==> src/rtl/kwdt_pkg.sv <==
package kwdt_pkg;

   // Service register location and key on the peripheral bus
   localparam logic [7:0] KWDT_KEY_ADDR = 8'hCA;
   localparam logic [7:0] KWDT_KEY_VAL  = 8'h55;

   // Default terminal count: ~0.175 s of a 32.768 kHz tick
   localparam int unsigned KWDT_TERM_DEFAULT = 5734;

   typedef enum logic [0:0] {
      WD_ARMED   = 1'b0,
      WD_TRIPPED = 1'b1
   } wd_state_e;

endpackage

==> src/rtl/kwdt_key_decode.sv <==
module kwdt_key_decode #(
   parameter int unsigned ADDR_W   = 8,
   parameter int unsigned DATA_W   = 8,
   parameter logic [7:0]  KEY_ADDR = kwdt_pkg::KWDT_KEY_ADDR,
   parameter logic [7:0]  KEY_VAL  = kwdt_pkg::KWDT_KEY_VAL
) (
   input  logic [ADDR_W-1:0] bus_addr,
   input  logic [DATA_W-1:0] bus_wdata,
   input  logic              bus_wr,
   input  logic              bus_rd,
   output logic [DATA_W-1:0] bus_rdata,
   output logic              clr_hit
);

   localparam logic [ADDR_W-1:0] ADDR_MATCH = ADDR_W'(KEY_ADDR);
   localparam logic [DATA_W-1:0] DATA_MATCH = DATA_W'(KEY_VAL);

   logic addr_sel;
   logic key_ok;

   assign addr_sel = (bus_addr == ADDR_MATCH);
   assign key_ok   = (bus_wdata == DATA_MATCH);
   assign clr_hit  = bus_wr && addr_sel && key_ok;

   // The register is write-only: reads return zero at any address.
   assign bus_rdata = {DATA_W{1'b0}} & {DATA_W{bus_rd}};

endmodule

==> src/rtl/kwdt_counter.sv <==
module kwdt_counter #(
   parameter int unsigned TERM_CNT   = kwdt_pkg::KWDT_TERM_DEFAULT,
   parameter bit          COUNT_DOWN = 1'b0,
   localparam int unsigned CNT_W     = $clog2(TERM_CNT)
) (
   input  logic             clk,
   input  logic             rst_n,
   input  logic             tick,
   input  logic             clr,
   input  logic             hold,
   output logic [CNT_W-1:0] elapsed,
   output logic             term_hit
);

   localparam logic [CNT_W-1:0] LAST = CNT_W'(TERM_CNT - 1);

   generate
      if (COUNT_DOWN) begin : g_down
         // Remaining ticks; terminal when the last one is consumed at zero.
         logic [CNT_W-1:0] remain_q;
         always_ff @(posedge clk) begin
            if (!rst_n || hold || clr) begin
               remain_q <= LAST;
            end else if (tick) begin
               remain_q <= (remain_q == '0) ? LAST : remain_q - 1'b1;
            end
         end
         assign term_hit = tick && !clr && !hold && (remain_q == '0);
         assign elapsed  = LAST - remain_q;
      end else begin : g_up
         // Ticks seen since restart; terminal on the tick after LAST.
         logic [CNT_W-1:0] count_q;
         always_ff @(posedge clk) begin
            if (!rst_n || hold || clr) begin
               count_q <= '0;
            end else if (tick) begin
               count_q <= (count_q == LAST) ? '0 : count_q + 1'b1;
            end
         end
         assign term_hit = tick && !clr && !hold && (count_q == LAST);
         assign elapsed  = count_q;
      end
   endgenerate

endmodule

==> src/rtl/kwdt_trip.sv <==
module kwdt_trip (
   input  logic clk,
   input  logic rst_n,
   input  logic term_hit,
   output logic tripped,
   output logic wdt_ovf
);

   import kwdt_pkg::*;

   wd_state_e state_q;
   logic      ovf_q;

   always_ff @(posedge clk) begin
      if (!rst_n) begin
         state_q <= WD_ARMED;
         ovf_q   <= 1'b0;
      end else begin
         ovf_q <= term_hit;
         if (term_hit) begin
            state_q <= WD_TRIPPED;
         end
      end
   end

   assign tripped = (state_q == WD_TRIPPED);
   assign wdt_ovf = ovf_q;

endmodule

==> src/rtl/kwdt_top.sv <==
module kwdt_top #(
   parameter int unsigned ADDR_W     = 8,
   parameter int unsigned DATA_W     = 8,
   parameter int unsigned TERM_CNT   = kwdt_pkg::KWDT_TERM_DEFAULT,
   parameter bit          COUNT_DOWN = 1'b0,
   localparam int unsigned CNT_W     = $clog2(TERM_CNT)
) (
   input  logic              clk,
   input  logic              rst_n,
   input  logic              tick,
   input  logic [ADDR_W-1:0] bus_addr,
   input  logic [DATA_W-1:0] bus_wdata,
   input  logic              bus_wr,
   input  logic              bus_rd,
   output logic [DATA_W-1:0] bus_rdata,
   output logic              wdt_ovf
);

   generate
      if (ADDR_W < 8) begin : g_bad_addr_w
         $error("kwdt_top: ADDR_W must be at least 8");
      end
      if (DATA_W < 8) begin : g_bad_data_w
         $error("kwdt_top: DATA_W must be at least 8");
      end
      if (TERM_CNT < 2) begin : g_bad_term
         $error("kwdt_top: TERM_CNT must be at least 2");
      end
   endgenerate

   logic             clr_hit;
   logic             tripped;
   logic             term_hit;
   logic [CNT_W-1:0] elapsed;

   kwdt_key_decode #(
      .ADDR_W (ADDR_W),
      .DATA_W (DATA_W)
   ) u_decode (
      .bus_addr  (bus_addr),
      .bus_wdata (bus_wdata),
      .bus_wr    (bus_wr),
      .bus_rd    (bus_rd),
      .bus_rdata (bus_rdata),
      .clr_hit   (clr_hit)
   );

   kwdt_counter #(
      .TERM_CNT   (TERM_CNT),
      .COUNT_DOWN (COUNT_DOWN)
   ) u_counter (
      .clk      (clk),
      .rst_n    (rst_n),
      .tick     (tick),
      .clr      (clr_hit),
      .hold     (tripped),
      .elapsed  (elapsed),
      .term_hit (term_hit)
   );

   kwdt_trip u_trip (
      .clk      (clk),
      .rst_n    (rst_n),
      .term_hit (term_hit),
      .tripped  (tripped),
      .wdt_ovf  (wdt_ovf)
   );

endmodule

==> config.mk <==
export PLATFORM = sky130hd
export DESIGN_NAME = kwdt_top
export DESIGN_NICKNAME = d
export VERILOG_FILES = /design/src/rtl/kwdt_pkg.sv /design/src/rtl/kwdt_key_decode.sv /design/src/rtl/kwdt_counter.sv /design/src/rtl/kwdt_trip.sv /design/src/rtl/kwdt_top.sv
export SDC_FILE = /design/constraint.sdc
export NUM_CORES = 1
export LEC_CHECK = 0
export ABC_AREA = 1
export CAP_MARGIN = 15
export CORE_MARGIN = 3
export CORE_UTILIZATION = 42
export CTS_BUF_LIST = sky130_fd_sc_hd__clkbuf_8
export CTS_CLUSTER_SIZE = 10
export DETAILED_ROUTE_END_ITERATION = 6
export PLACE_DENSITY = 0.77
export SETUP_SLACK_MARGIN = 0.4
export SLEW_MARGIN = 20
export SYNTH_ARGS = -nofsm -noshare
export SYNTH_HDL_FRONTEND = slang
export SYNTH_HIERARCHICAL = 1
export SYNTH_SLANG_ARGS = --single-unit
==> constraint.sdc <==
create_clock -name clk -period 1.22 [get_ports clk]
set_input_delay 0.183 -clock clk [delete_from_list [all_inputs] [get_ports clk]]
set_output_delay 0.183 -clock clk [all_outputs]
set_load 0.1 [all_outputs]
# Yosys cells after proc, flatten, opt, wreduce, memory -nomap -nowiden
# Index checks and enable logic that the tools add are counted.
[word_totals]
ff_bits = 15
in_bits = 21
out_inout_bits = 9
word_cells = 18
[classes]
addsub = 1
n_eq_ne = 3
mux = 1
n_reduce_logical = 10
[ops]
columns = ["op", "n"]
rows = [
  ["$add A13 B1 Y13 const B", 1],
  ["$eq A13 B13 Y1 const B", 1],
  ["$mux W13", 1],
  ["$eq A8 B7 Y1 const B", 1],
  ["$eq A8 B8 Y1 const B", 1],
  ["$logic_and A1 B1 Y1", 5],
  ["$logic_not A1 Y1", 3],
  ["$logic_or A1 B1 Y1", 2],
]

# Longest topological paths before layout
# Gate-level depths: netlist (run 1).
[depth]
word_depth = 7
depth_mapped = 12

# By module
# Netlist (run 1), hierarchy kept.
[modules_own_cells]
columns = ["module", "n_inst", "cells_each", "area_each_um2", "seq_area_each_um2"]
rows = [
  ["kwdt_counter", 1, 103, 711.9, 260.2],
  ["kwdt_key_decode", 1, 27, 137.6, 0.0],
  ["kwdt_trip", 1, 6, 55.1, 40.0],
]

# Least setup slack after synthesis (run 1)
# Ideal clock, no wire load.
[synth_path]
path_type = "register to register"
start = "register u_counter.g_up.count_q[0], in the netlist u_counter/elapsed[0]"
end = "register u_counter.g_up.count_q[6], in the netlist u_counter/elapsed[6]"
t_arrival_ns = 1.017
slack_ns = 0.088
path_stages_with_launch = 7
path_buffers = 0
synth_period_minus_slack_ns = 1.132
cell_sequence = "dfxtp_1 -> ha_1 -> nand2_1 -> nor2_4 -> nand3_1 -> xor2_1 -> nor2_1"
[synth_via]
elab_chain_len = 2
word_cells_on_any_way = 3
[synth_rtl]
columns = ["item", "line", "source"]
rows = [
  ["from (decl)", "kwdt_counter.sv:32", "logic [CNT_W-1:0] count_q;"],
  ["from (signal assigned)", "kwdt_counter.sv:37", "count_q <= (count_q == LAST) ? '0 : count_q + 1'b1;"],
  ["$add A13 B1 Y13 / $eq A13 B13 Y1 (equally long branches)", "kwdt_counter.sv:37", ""],
  ["$mux W13 (*)", "kwdt_counter.sv:37", ""],
]
# Mark *: on every way between the ends. The rest lies on a longest branch, timed or not.
# A chain may end at the register's enable or synchronous reset.

# Worst setup path in the final report (run 1)
[layout_path]
start = "register u_counter.g_up.count_q[1], in the netlist u_counter/elapsed[1]"
end = "register u_counter.g_up.count_q[8], in the netlist u_counter/elapsed[8]"
# The elaborated chain is that of the path after synthesis.

==> key figures, run 1 <==
CTS
  – TritonCTS clock tree: done
  – CTS sink count: 15
  – CTS max path bufs: 2
  – Clk Latency, worst-skew pair: 0.24 ns
  – CTS Buf Count: 3
  – H-tree levels: 1
  – CTS clk-pin slew, worst paths: roughly 0.06 ns
  – CTS root buf: clkbuf_8

Synthesis
  – Synth area leader: dfxtp_1
  – Cell Area, Synth: 905 sq um
  – Warnings from Yosys: 6
  – Post-Synth Simple-Gate Area: 0.415
  – Sequential share of the synthesized area: 0.332
  – Post-synth top area share: 0.332
  – Register bit total from synthesis: 15
  – Top FF cell, synth: dfxtp_1
  – XOR/XNOR Fraction of Synth Area: 0.0290
  – Gate Count Post-Synth: 136
  – Adder-cell share of the synthesized area: 0.0277
  – Syn Area/Cell: 6.65 sq um
  – EDFF count, synth: 0
  – Synth unique cells: 20
  – Multiplexer area fraction after synthesis: 0
  – Largest cells by area after synthesis: dfxtp_1 (33%), nor2_1 (11%), nand2_1 (10%)
  – Synth Area in Compound Gates: 0.0387
  – Largest family of logic cells by synthesized area: simple AND/OR/NAND/NOR gates
  – Asr flop ratio synth: 0

Global route
  – Met1 Use GR: 0.171
  – M2 GR Usage: 0.298
  – Met3 global-route usage: 0.0598
  – First-pass GRT wire length: 3.28 mm
  – Initial antenna violation count: 0
  – Vias in the first global route: around 790
  – Overflow after GRT: 0
  – GRT Total Usage: 0.162
  – Largest net degree at the start of global routing: 9
  – Global routing's busiest layer: met2

Place
  – GP Congestion: 0.864
  – Post-DP HPWL: 1.57 mm
  – Placed cell area: 1200 sq um
  – Port bufs: 20

Worst setup path
  – Worst Setup SP: u_counter/elapsed[1]$_SDFFE_PP0P_
  – Crit Path Class: reg -> reg
  – Worst setup SP type: flop
  – Critical path cell sequence: ha_4, nand2_4, nor2_4, buf_4, a21oi_2, nor3b_2
  – Critical path's slowest cell: dfxtp_4
  – R2R Path End: u_counter/elapsed[8]$_SDFFE_PP0P_
  – CP endpoint kind: flop
  – Worst path arrival time: 1.39 ns
  – R2R cell count: 6
  – Crit-path max cell delay: 0.38 ns
  – CP required: 1.39 ns
  – Peak fanout along the critical path: 6
  – Reg-to-Reg Start: u_counter/elapsed[1]$_SDFFE_PP0P_
  – R2r setup slk: slightly above 0.007 ns
  – Worst Setup EP: u_counter/elapsed[8]$_SDFFE_PP0P_

STA
  – Unrepaired setup endpoints after global routing: true
  – Clk_skew: 0.00351 ns
  – Final Hold Violating Endpoints: 0
  – Min Tclk post-route: 1.21 ns
  – Max Clk Rate: 0.825 GHz
  – Final setup vio count: 0
  – Final worst path period share: 0.994
  – Max-slew violations: 0

Floorplan
  – Row cnt: 16
  – I/O Pins: 30
  – Placeable Area: between 2000 and 2500 sq um
  – Chip width: 52.4 um
  – Starting Density: 0.452
  – Die Y: 52.4 um
  – Die area: 2750 sq um

Power
  – Worst IR Drop VDD: roughly 0.65 mV
  – Pwr/cell area: around 840 nW/um^2
  – Final Power: 1.12 mW
  – Static Leakage: 0.589 nW

Final layout
  – Fraction of layout instances using a drive strength above 1: 0.355
  – N_diodes: 0
  – Commonest non-fill, non-tap cells in the layout: nand2_1 (22), nor2_1 (22), inv_1 (18)
  – Layout area overhead: 48.5%
  – Storage cell area: 320 sq um
  – Final core utilization: 0.671
  – Fill cell count: 173
  – Footprint of the multi-input gates: approximately 600 sq um
  – Nets: 193
  – Fin area: 1340 sq um

Routing
  – Drt first pass iters: 4
  – Via/cell ratio: 4.50
  – Antenna Nets Post-Route: 0
  – WL final: 2.04 mm
  – Vias: 882
  – WL/cell: 10.4 um
  – Residual DRC count: 0
  – Initial detailed-routing violation count: 8

Job
  – Max_cap viols: 0

Worst hold path
  – Worst min path class: in -> reg

Status
  – Outcome: complete, no violations
[what timing repair did]
item	in CTS	in global routing
setup endpoints to repair	16	16
buffers inserted	4	3
hold buffers	0	0
pin swaps	22	8
resized for setup	45	15
cloned	0	0
hold endpoints to repair	0	0
[cell usage after synthesis (2+ instances only)]
cell type / n
nor2_2: 4
nor3b_1: 2
ha_1: 2
xor2_1: 2
nand2_2: 3
o21ai_0: 3
inv_1: 19
nor3_1: 3
nor2_4: 2
nand2_1: 25
dfxtp_1: 15
nand4_1: 2
nor2_1: 27
a21oi_1: 4
buf_4: 9
nand3_1: 10
[power breakdown]
| group | internal, mW | switching, mW | total [mW] |
|---|---|---|---|
| clock network | 0.222 | 0.165 | 0.387 |
| logic | 0.0706 | 0.161 | 0.232 |
| registers | 0.493 | 0.0119 | 0.504 |
| total | 0.786 | 0.337 | 1.12 |
[stage by stage]
step                      TNS [ns]  hold slack (ns)  setup WS, ns  cells
final                            0            0.317       0.00719    196
after floorplan                  0            0.293         0.142    143
after global placement       -3.83            0.448        -0.324    185
after global routing        -0.341            0.319       -0.0588    196
after CTS                        0            0.311        0.0476    193
after detailed placement     -3.91            0.461        -0.330    185
[layer usage]
layer  routed length, um  share of wire
met1                 817           0.40
met2                1080           0.53
met3                 133          0.065
met4                   8         0.0039
met5                   0              0
[sequential cells by signal, summed over array words and instances (netlist names)]
| signal | flops |
|---|---|
| u_trip/tripped | 1 |
| u_counter/elapsed | 13 |
| u_trip/wdt_ovf | 1 |
[cell type report]
| class | count | share of cell area |
|---|---|---|
| clock buffer | 3 | 0.0307 |
| clock inverter | 1 | 0.00279 |
| inverter | 19 | 0.0549 |
| multi-input combinational | 100 | 0.446 |
| sequential | 15 | 0.238 |
| tap | 27 | 0.0251 |
| timing repair buffer | 31 | 0.202 |
[how the worst min path moves through the flow]
| stage | start | endpoint | slack, ns | cells past startpoint |
|---|---|---|---|---|
| 2_1_floorplan | rst_n | u_trip/tripped$_SDFFE_PN0P_ | 0.29 | 2 |
| 3_3_place_gp | u_trip/tripped$_SDFFE_PN0P_ | u_trip/tripped$_SDFFE_PN0P_ | 0.45 | 2 |
| 3_5_place_dp | u_trip/tripped$_SDFFE_PN0P_ | u_trip/tripped$_SDFFE_PN0P_ | 0.46 | 2 |
| 4_1_cts | rst_n | u_trip/tripped$_SDFFE_PN0P_ | 0.31 | 3 |
| 5_1_grt | rst_n | u_trip/tripped$_SDFFE_PN0P_ | 0.32 | 3 |
| 6_report | rst_n | u_trip/tripped$_SDFFE_PN0P_ | 0.32 | 3 |
[cell families (layout without fill, tap and decap cells)]
| group | Yosys count | after routing |
|---|---|---|
| AND/OR/NAND/NOR | 80 | 80 |
| AO/OA/AOI/OAI | 7 | 7 |
| flip-flops | 15 | 15 |
| XOR/XNOR | 3 | 3 |
| buffers and inverters | 28 | 54 |
| other | 1 | 8 |
| adder cells (fa/ha/maj) | 2 | 2 |
[critical path: cells and delay by family, from the launching register on]
kind	cells	cell delay, ns
and+or+nand+nor	3	0.42
AOI/OAI and AO/OA	1	0.05
buffers and inverters	1	0.15
DFF	1	0.38
adders and majority gates	1	0.15
(Power assumes the default switching activity.)
==> inputs of run 2 (changes only) <==
--- a/config.mk
+++ b/config.mk
@@ -17,5 +17,4 @@
 export SLEW_MARGIN = 20
 export SYNTH_ARGS = -nofsm -noshare
 export SYNTH_HDL_FRONTEND = slang
-export SYNTH_HIERARCHICAL = 1
 export SYNTH_SLANG_ARGS = --single-unit
==> run 2 against run 1 <==
Compared with the run above:
- the flow now finishes with violations (setup timing)
- worst hold slack better by 0.15 ns
- utilization up 4.9 points
- final area up 7.4%
- total power up 6.8%
- die area up 0.36%
- clock power up 5.4%
- largest power group unchanged
==> key figures, run 2 <==
CTS
  – CTS clk-pin slew, worst paths: 0.06 ns (about the same)
  – CTS root buf: clkbuf_8
  – CTS sink count: 15 (unchanged)
  – H-tree levels: 1 (unchanged)
  – Clk Latency, worst-skew pair: 0.25 ns (about the same)
  – CTS Buf Count: 3 (unchanged)
  – Hold-fix buffers at CTS: 0 (unchanged)
  – CTS max path bufs: 2 (unchanged)
  – TritonCTS clock tree: done

Synthesis
  – Register bit total from synthesis: 15 (unchanged)
  – Top FF cell, synth: dfxtp_1
  – Synth area leader: dfxtp_1
  – Syn Area/Cell: 6.78 sq um (+1.9%)
  – Gate Count Post-Synth: 134 (-1.5%)
  – Warnings from Yosys: 0 (-6)
  – Largest cells by area after synthesis: dfxtp_1 (33%), nor2_1 (12%), nand2_1 (11%)
  – Synth unique cells: 23 (+15%)
  – EDFF count, synth: 0 (unchanged)
  – Post-synth top area share: 0.331 (-0.00137)
  – Cell Area, Synth: 908 sq um (+0.41%)
  – Asr flop ratio synth: 0 (unchanged)
  – Sequential share of the synthesized area: 0.331 (-0.00137)
  – Synth cell count leaders: nor2_1 (28), nand2_1 (27), dfxtp_1 (15), inv_1 (13), nand3_1 (9)
  – Most frequent cell after synthesis: nor2_1

Final layout
  – N_diodes: 0 (unchanged)
  – Nets: 192 (-0.52%)
  – Most common cell after layout, fill and taps aside: nand2_1
  – Fraction of layout instances using a drive strength above 1: 0.345 (-0.00979)
  – Max reg flops: 13 (unchanged)
  – Layout area overhead: 58.8%
  – Commonest non-fill, non-tap cells in the layout: nand2_1 (23), nor2_1 (19), clkdlybuf4s50_1 (16)

STA
  – Setup TNS: -0.00739 ns (-0.00739 ns)
  – Clk_skew: 0.00582 ns (+0.00231 ns)
  – Unrepaired setup endpoints after global routing: true
  – Hold slack: 0.464 ns (+0.146 ns)
  – Min Tclk post-route: 1.23 ns (+0.0146 ns)
  – Final setup margin: -0.00739 ns (-0.0146 ns)
  – Final setup vio count: 1 (+1)
  – Max-slew violations: 0 (unchanged)
  – Max Clk Rate: 0.815 GHz (-1.2%)
  – Final worst path period share: 1.01 (+0.0120)
  – Final Hold Violating Endpoints: 0 (unchanged)

Global route
  – Largest net degree at the start of global routing: 10 (+1)
  – Vias in the first global route: 973 (+23%)
  – GRT Total Usage: 0.189 (+0.0274)
  – Initial antenna violation count: 0 (unchanged)
  – First-pass GRT wire length: 3.85 mm (+17%)
  – Overflow after GRT: 0 (unchanged)

Worst setup path
  – Crit-path max cell delay: 0.40 ns (+0.02 ns)
  – Peak fanout along the critical path: 4 (-2)
  – CP required: 1.40 ns (about the same)
  – Critical path cell sequence: ha_4, nand2_4, nor2_4, inv_1, o21ai_1, o21ai_1, nor2_1
  – Worst setup SP type: flop
  – Critical path's slowest cell: dfxtp_4
  – Most used cell, CP: o21ai_1
  – Crit Path Class: reg -> reg
  – CP endpoint kind: flop
  – Worst path arrival time: 1.41 ns (+0.02 ns)

Power
  – Static Leakage: 0.609 nW (+3.4%)
  – Pwr/cell area: 831 nW/um^2 (-0.56%)
  – Worst IR Drop VDD: 0.691 mV (+5.5%)

Routing
  – Via/cell ratio: 5.05 (+12%)
  – Residual DRC count: 0 (unchanged)
  – WL/cell: 13.2 um (+27%)
  – Vias: 985 (+12%)
  – Initial detailed-routing violation count: 23 (+15)
  – WL final: 2.57 mm (+26%)
  – Antenna Nets Post-Route: 0 (unchanged)
  – Drt first pass iters: 4 (unchanged)

Place
  – GP Congestion: 0.934 (+8.1%)
  – Pre-CTS setup slack: -0.256 ns (+0.0748 ns)
  – Post-DP HPWL: 1.64 mm (+4.1%)
  – Port bufs: 20 (unchanged)

Floorplan
  – Die Y: 52.5 um (+0.18%)
  – I/O Pins: 30 (unchanged)
  – Placeable Area: 2000 sq um (unchanged)
  – Die area: 2760 sq um (+0.36%)
  – Row cnt: 16 (unchanged)
  – Chip width: 52.5 um (+0.18%)
  – Starting Density: 0.454 (+0.00187)

Status
  – Failing checks: setup timing
  – Outcome: finished with violations

Job
  – Max_cap viols: 0 (unchanged)

Worst hold path
  – Worst min path class: in -> reg
[run 2: area by class of cell]
| type | instances | area (sq um) |
|---|---|---|
| multi-input cells | 105 | 702 |
| repair buffers | 30 | 293 |
| well taps | 27 | 33.8 |
| inverters | 14 | 55.1 |
| fillers | 158 | 559 |
| clock buffers | 3 | 41.3 |
| clock inverters | 1 | 5.00 |
| flip-flops and latches | 15 | 313 |
[run 2: where the power goes]
group | total [mW] | switching, mW | internal, mW
Sequential | 0.513 | 0.0163 | 0.497
Combinational | 0.277 | 0.174 | 0.103
Clock | 0.408 | 0.182 | 0.226
Total | 1.20 | 0.372 | 0.827
[run 2: through the flow]
| stage | instances | power [mW] | area (sq um) | utilization |
|---|---|---|---|---|
| floorplan | 141 | 0.691 | 970 | - |
| global placement | 186 | 0.749 | 1200 | 0.599 |
| detailed placement | 186 | 0.752 | 1200 | 0.599 |
| CTS | 193 | 1.18 | 1360 | 0.680 |
| global route | 195 | 1.25 | 1440 | 0.721 |
| finish | 195 | 1.20 | 1440 | 0.721 |
[run 2: worst max-delay path, delay by kind of cell (launching register included)]
family / cells / cell delay [ns]
flip-flops: 1 / 0.40
AND/OR/NAND/NOR: 3 / 0.31
AO/OA/AOI/OAI: 2 / 0.20
adder cells (fa/ha/maj): 1 / 0.17
buffers and inverters: 1 / 0.08
[run 2: kinds of logic (layout without fill, tap and decap cells)]
group | after synthesis | in the layout | synth area share
buf+inv | 22 | 48 | 0.124
xor+xnor | 7 | 7 | 0.0675
compound gates | 6 | 6 | 0.0399
simple gates | 81 | 82 | 0.406
other cells | 1 | 8 | 0.00413
flops | 15 | 15 | 0.331
fa+ha+maj | 2 | 2 | 0.0275
[run 2: routing by layer]
layer,part of all wire,vias up,GRT usage
met4,0.032,0,0.119
met3,0.052,9,0.0256
met5,0,-,0
met1,0.37,457,0.187
li1,-,471,-
met2,0.54,48,0.360
[run 2: path summary, 6_finish.rpt]
kind / startpoint / end / slack [ns] / depth (start not counted)
max: u_counter.elapsed[0]$_SDFFE_PP0P_ / u_counter.elapsed[4]$_SDFFE_PP0P_ / -0.007 / 7
min: bus_addr[5] / u_trip.tripped$_SDFFE_PN0P_ / 0.46 / 7
max reg2reg: u_counter.elapsed[0]$_SDFFE_PP0P_ / u_counter.elapsed[4]$_SDFFE_PP0P_ / -0.007 / 7
min reg2reg: u_trip.tripped$_SDFFE_PN0P_ / u_trip.tripped$_SDFFE_PN0P_ / 0.49 / 2
[run 2: repair_timing]
action | CTS | global route
endpoints found under the setup margin | 16 | 16
cloned | 1 | 0
pin swaps | 16 | 9
setup buffers | 2 | 2
gates resized for setup | 25 | 17
